File: src/rtl/regwin_pkg.sv
package regwin_pkg;
  typedef enum logic [1:0] {
    REG_ADDR = 2'd0,
    REG_DATA = 2'd1,
    REG_CTRL = 2'd2,
    REG_NONE = 2'd3
  } regwin_sel_e;

  localparam int unsigned ADDR_KEEP_W = 16;
  localparam int unsigned ERRFAIL_BIT = 15;
  localparam int unsigned WIN_BIT     = 4;
  localparam int unsigned SPACE_BITS  = 5;
endpackage

File: src/rtl/regwin_store.sv
module regwin_store #(
  parameter int unsigned DW    = 32,
  parameter int unsigned DEPTH = 16,
  localparam int unsigned IW   = $clog2(DEPTH)
) (
  input  logic          clk,
  input  logic          rst_n,
  input  logic          we,
  input  logic [IW-1:0] idx,
  input  logic [DW-1:0] wdata,
  output logic [DW-1:0] rdata
);
  logic [DW-1:0] mem_q [DEPTH];

  always_ff @(posedge clk or negedge rst_n) begin
    if (!rst_n) begin
      for (int i = 0; i < DEPTH; i++) mem_q[i] <= '0;
    end else if (we) begin
      mem_q[idx] <= wdata;
    end
  end

  assign rdata = mem_q[idx];
endmodule

File: src/rtl/regwin_port.sv
module regwin_port
  import regwin_pkg::*;
#(
  parameter int unsigned BUS_W = 32,
  parameter int unsigned DW    = 32,
  parameter int unsigned DEPTH = 16,
  localparam int unsigned IW   = $clog2(DEPTH)
) (
  input  logic        clk,
  input  logic        rst_n,
  input  logic        acc,
  input  logic        wr,
  input  regwin_sel_e sel,
  input  logic [BUS_W-1:0] wdata,
  output logic [BUS_W-1:0] rdata,
  output logic        err
);
  logic [ADDR_KEEP_W-1:0] addr_q;
  logic armed_q, last_addr_q, errfail_q;
  logic [DW-1:0] buf_q, mem_rd;
  logic is_addr_wr, is_data, is_ctrl, data_ok, mem_we, fetch;

  assign is_addr_wr = acc && wr && (sel == REG_ADDR);
  assign is_data    = acc && (sel == REG_DATA);
  assign is_ctrl    = acc && (sel == REG_CTRL);
  assign data_ok    = is_data && armed_q;
  assign mem_we     = data_ok && wr;
  assign fetch      = data_ok && !wr;

  regwin_store #(.DW(DW), .DEPTH(DEPTH)) store_i (
    .clk   (clk),
    .rst_n (rst_n),
    .we    (mem_we),
    .idx   (addr_q[IW-1:0]),
    .wdata (wdata[DW-1:0]),
    .rdata (mem_rd)
  );

  always_ff @(posedge clk or negedge rst_n) begin
    if (!rst_n) begin
      addr_q      <= '0;
      armed_q     <= 1'b0;
      last_addr_q <= 1'b0;
      errfail_q   <= 1'b0;
      buf_q       <= '0;
    end else begin
      if (is_addr_wr) begin
        armed_q     <= last_addr_q && (wdata[ADDR_KEEP_W-1:0] == addr_q);
        addr_q      <= wdata[ADDR_KEEP_W-1:0];
        last_addr_q <= 1'b1;
      end else if (acc) begin
        last_addr_q <= 1'b0;
      end
      if (is_ctrl && wr) errfail_q <= wdata[ERRFAIL_BIT];
      if (fetch) buf_q <= mem_rd;
    end
  end

  always_comb begin
    rdata = '0;
    unique case (sel)
      REG_ADDR: rdata[ADDR_KEEP_W-1:0] = addr_q;
      REG_DATA: if (armed_q) rdata[DW-1:0] = buf_q;
      REG_CTRL: rdata[ERRFAIL_BIT] = errfail_q;
      default:  rdata = '0;
    endcase
  end

  assign err = is_data && !armed_q && errfail_q;
endmodule

File: src/rtl/regwin_bridge.sv
module regwin_bridge
  import regwin_pkg::*;
#(
  parameter int unsigned PADDR_W    = 8,
  parameter int unsigned BUS_W      = 32,
  parameter int unsigned GLUE_W     = 32,
  parameter int unsigned GLUE_DEPTH = 16,
  parameter int unsigned CORE_W     = 8,
  parameter int unsigned CORE_DEPTH = 64
) (
  input  logic               clk,
  input  logic               rst_n,
  input  logic               psel,
  input  logic               penable,
  input  logic               pwrite,
  input  logic [PADDR_W-1:0] paddr,
  input  logic [BUS_W-1:0]   pwdata,
  output logic [BUS_W-1:0]   prdata,
  output logic               pslverr
);
  localparam int unsigned NWIN = 2;

  logic        acc, in_space;
  regwin_sel_e sel;
  logic [NWIN-1:0]  win_acc, win_err;
  logic [BUS_W-1:0] win_rd [NWIN];

  assign acc      = psel && penable;
  assign in_space = (paddr >> SPACE_BITS) == '0;

  always_comb begin
    unique case (paddr[3:2])
      2'd0:    sel = REG_ADDR;
      2'd1:    sel = REG_DATA;
      2'd2:    sel = REG_CTRL;
      default: sel = REG_NONE;
    endcase
  end

  for (genvar w = 0; w < NWIN; w++) begin : g_win
    localparam int unsigned DW    = (w == 0) ? GLUE_W : CORE_W;
    localparam int unsigned DEPTH = (w == 0) ? GLUE_DEPTH : CORE_DEPTH;

    assign win_acc[w] = acc && in_space && (sel != REG_NONE) && (paddr[WIN_BIT] == 1'(w));

    regwin_port #(.BUS_W(BUS_W), .DW(DW), .DEPTH(DEPTH)) port_i (
      .clk   (clk),
      .rst_n (rst_n),
      .acc   (win_acc[w]),
      .wr    (pwrite),
      .sel   (sel),
      .wdata (pwdata),
      .rdata (win_rd[w]),
      .err   (win_err[w])
    );
  end

  assign prdata  = (in_space && sel != REG_NONE) ? win_rd[paddr[WIN_BIT]] : '0;
  assign pslverr = |win_err;
endmodule

File: config.mk
export PLATFORM = sky130hd
export DESIGN_NAME = regwin_bridge
export DESIGN_NICKNAME = d
export VERILOG_FILES = /design/src/rtl/regwin_pkg.sv /design/src/rtl/regwin_store.sv /design/src/rtl/regwin_port.sv /design/src/rtl/regwin_bridge.sv
export SDC_FILE = /design/constraint.sdc
export NUM_CORES = 2
export LEC_CHECK = 0
export BUFFER_PORTS_ARGS = -buffer_cell sky130_fd_sc_hd__buf_2
export CORE_MARGIN = 5
export CORE_UTILIZATION = 57
export DETAILED_ROUTE_END_ITERATION = 10
export GPL_TIMING_DRIVEN = 0
export PLACE_DENSITY = 0.73
export REMOVE_ABC_BUFFERS = 1
export SYNTH_ARGS = -nofsm -noshare
export SYNTH_HDL_FRONTEND = slang
export SYNTH_SLANG_ARGS = --single-unit
File: constraint.sdc
create_clock -name clk -period 3.4 [get_ports clk]
set_clock_uncertainty 0.05 [all_clocks]
set_input_delay 0.17 -clock clk [delete_from_list [all_inputs] [get_ports clk]]
set_output_delay 0.17 -clock clk [all_outputs]
set_load 0.05 [all_outputs]
==> results.sh <==
export IMPL_status="completed"
export IMPL_wl_per_cell_um=27.45
export IMPL_grt_pass1_vias=32610
export IMPL_rsz0062_at_grt="no"
export IMPL_cp_max_fo=10
export IMPL_worstPathRequired_ps=3910
export IMPL_cts_tree="built"
export IMPL_synth_distinct_cells=49
export IMPL_grtUsageTotal=0.2727
export IMPL_grt_pass1_wl_um=199300
export IMPL_drt_iter0_markers=2278
export IMPL_netlist_area_mm2=0.05049
export IMPL_post_place_ws_ps=-1258
export IMPL_finalCriticalPeriod_ps=3351
export IMPL_antenna_found_initial=6
export IMPL_dp_cells=4410
export IMPL_core_rowCount=109
export IMPL_grt_busiest_layer="met2"
export IMPL_io_buffers=75
export IMPL_path_class="reg -> reg"
export IMPL_pwr_share_seq=0.475
export IMPL_max_freq_mhz=298.4
export IMPL_finalCritPeriodShare=0.9857
export IMPL_grt_max_degree=192
export IMPL_io_pins=78
export IMPL_maxSlewViolCount=0
export IMPL_critPathLaunchType="flop"
export IMPL_synth_cells=3395
export IMPL_endpoint_kind="flop"
export IMPL_finalSetupViolCount=0
export IMPL_clkTransAtPathRegs_ps=60
export IMPL_worst_pin_slew_ps=1037
export IMPL_first_pass_iters=6
export IMPL_initial_utilization=0.5731
export IMPL_fillers=6136
export IMPL_via_per_inst=6.405
export IMPL_die_y_um=307.6
export IMPL_syn_to_final_growth_pct=13.46
export IMPL_clockRootBuffer="clkbuf_16"
export IMPL_worst_slack_ps=48.54
export IMPL_synth_seq_cells=1102
export IMPL_pwr_share_clk=0.474
export IMPL_clk_latency_ps=690
export IMPL_final_hold_viol_count=0
export IMPL_die_area_mm2=0.09463
export IMPL_timing_hold_ws_ps=67.28
export IMPL_clock_sinks=1102
export IMPL_swShare=0.2285
export IMPL_cp_data_arrival_time_ps=3860
export IMPL_final_cells=4668
export IMPL_place_gp_congestion=0.8055
export IMPL_core_mm2=0.08810
export IMPL_ys_warn_count=0
export IMPL_htree_num_levels=3
export IMPL_utilization=0.6502
export IMPL_switchingPower_uw=6378
export IMPL_drc=0
export IMPL_leakagePower_uw=0.02900
export IMPL_synth_edf_count=0
export IMPL_finalSetupTns_ps=0
export IMPL_use_met2=0.4509
export IMPL_max_slew_margin=0.3086
export IMPL_finalWirelength_um=128100
export IMPL_syn_area_per_cell_um2=14.87
export IMPL_combinationalPowerShare=0.051
export IMPL_drive_gt1_frac=0.4916
export IMPL_intPower_uw=21540
export IMPL_ys_async_sr_fraction=1.000
export IMPL_power_density_mw_per_mm2=487.3
export IMPL_ant_nets=0
export IMPL_cap_viol_max_count=0
export IMPL_synth_main_ff_cell="dfrtp_1"
export IMPL_dp_hpwl_um=77510
export IMPL_die_x_um=307.6
export IMPL_yosysSeqAreaShare=0.5462
export IMPL_grt_util_met3=0.05653
export IMPL_vias=29900
export IMPL_ir_worst_vdd_mv=0.5219
export IMPL_grt_remaining_overflow=0
export IMPL_layout_nets=3447
export IMPL_clockBufferDepth=3
export IMPL_final_cell_mix="1,095 x dfrtp_1, 1,069 x mux2_2, 195 x mux4_2"
export IMPL_cts_buffers=113
export IMPL_worstHoldPathType="in -> async"
export IMPL_gr_usage_met1=0.3603
export IMPL_final_common_cell="dfrtp_1"
## final cells by class
class | count | area, µm² | share of cell area
well taps | 1165 | 1458 | 0.02545
multi-input cells | 1995 | 21960 | 0.3833
diodes | 4 | 10.01 | 0.0001747
clock inverters | 55 | 778.2 | 0.01359
inverters | 10 | 48.80 | 0.0008518
repair buffers | 180 | 2168 | 0.03785
flip-flops and latches | 1102 | 27600 | 0.4818
clock buffers | 157 | 3263 | 0.05696
## through the flow
step / total power, µW / area, µm²
floorplan: 14060 / 49370
global placement: 14800 / 51200
detailed placement: 14860 / 52730
CTS: 28090 / 57200
global route: 28780 / 57280
finish: 27920 / 57290
## Yosys cell counts, types with 12 or more instances
cell type	instances	area [µm²]
o22ai_1	33	206.5
mux2_1	17	191.4
mux4_2	195	4392
nand4_1	16	100.1
and2_1	19	118.9
mux2i_1	123	1231
nor2b_1	12	75.07
buf_2	27	135.1
nor2_1	59	221.5
o21ai_0	54	270.3
a22oi_1	40	300.3
a21oi_1	16	80.08
clkbuf_1	201	754.5
a221oi_1	64	560.5
dfrtp_1	1102	27580
nand2_1	93	349.1
buf_1	58	217.7
nand2_4	48	540.5
nand3_1	33	165.2
mux2_2	1069	12040
xnor2_1	32	280.3
## power by group through the flow
stage	combinational, µW	clock, µW	sequential, µW
6_report	1420	13200	13300
5_1_grt	1540	14000	13300
4_1_cts	1400	13400	13300
3_5_place_dp	1320	0	13500
3_3_place_gp	1140	0	13700
2_1_floorplan	502	0	13600
## registers in the layout, indices dropped and copies added, names as in the netlist
register / flops
g_win.port_i.buf_q: 40
g_win.port_i.armed_q: 2
g_win.port_i.addr_q: 32
g_win.port_i.store_i.mem_q: 1024
g_win.port_i.last_addr_q: 2
g_win.port_i.errfail_q: 2
## path summary, 6_finish.rpt
| path | startpoint | endpoint | slack, ps | depth (start not counted) |
|---|---|---|---|---|
| setup / recovery | g_win[1].port_i.armed_q | g_win[1].port_i.store_i.mem_q[300] | 50 | 6 |
| hold / removal | rst_n | g_win[1].port_i.store_i.mem_q[247] | 70 | 2 |
| setup reg to reg | g_win[1].port_i.armed_q | g_win[1].port_i.store_i.mem_q[300] | 50 | 6 |
| hold reg to reg | g_win[0].port_i.store_i.mem_q[80] | g_win[0].port_i.store_i.mem_q[80] | 440 | 1 |
| max in group asynchronous | rst_n | g_win[0].port_i.store_i.mem_q[11] | 1020 | 4 |
| min in group clk | pwdata[0] | g_win[1].port_i.addr_q[0] | 90 | 4 |
## cells by family after synthesis
group                  count (synthesis)  share of synthesized area
multiplexers                        1404                     0.3536
AND/OR/NAND/NOR                      325                    0.03940
AO/OA/AOI/OAI                        234                    0.03234
XOR/XNOR                              32                   0.005551
flip-flops                          1102                     0.5462
buffers and inverters                298                    0.02297
## worst max-delay path, stage by stage (launching register included)
cell and delay (ps):
dfrtp_1 630, nand3b_1 210, or3_1 520, or3_1 650
nor2_8 530, nand2_4 240, mux2_1 370
## routing by layer
layer  wire (µm)  share of wire  vias up
li1            -              -    12620
met1       52180           0.41    16050
met2       63180           0.49      926
met3        7851          0.061      298
met4        4898          0.038        4
met5          23        0.00018        -
## what timing repair did
action                                 CTS  global route
setup endpoints to repair              294           115
buffers inserted                         7             6
pin swaps                                0             3
resized for setup                       18             2
hold buffers                            29             0
endpoints found under the hold margin  564             0
Power figures use the tool's default switching activity.
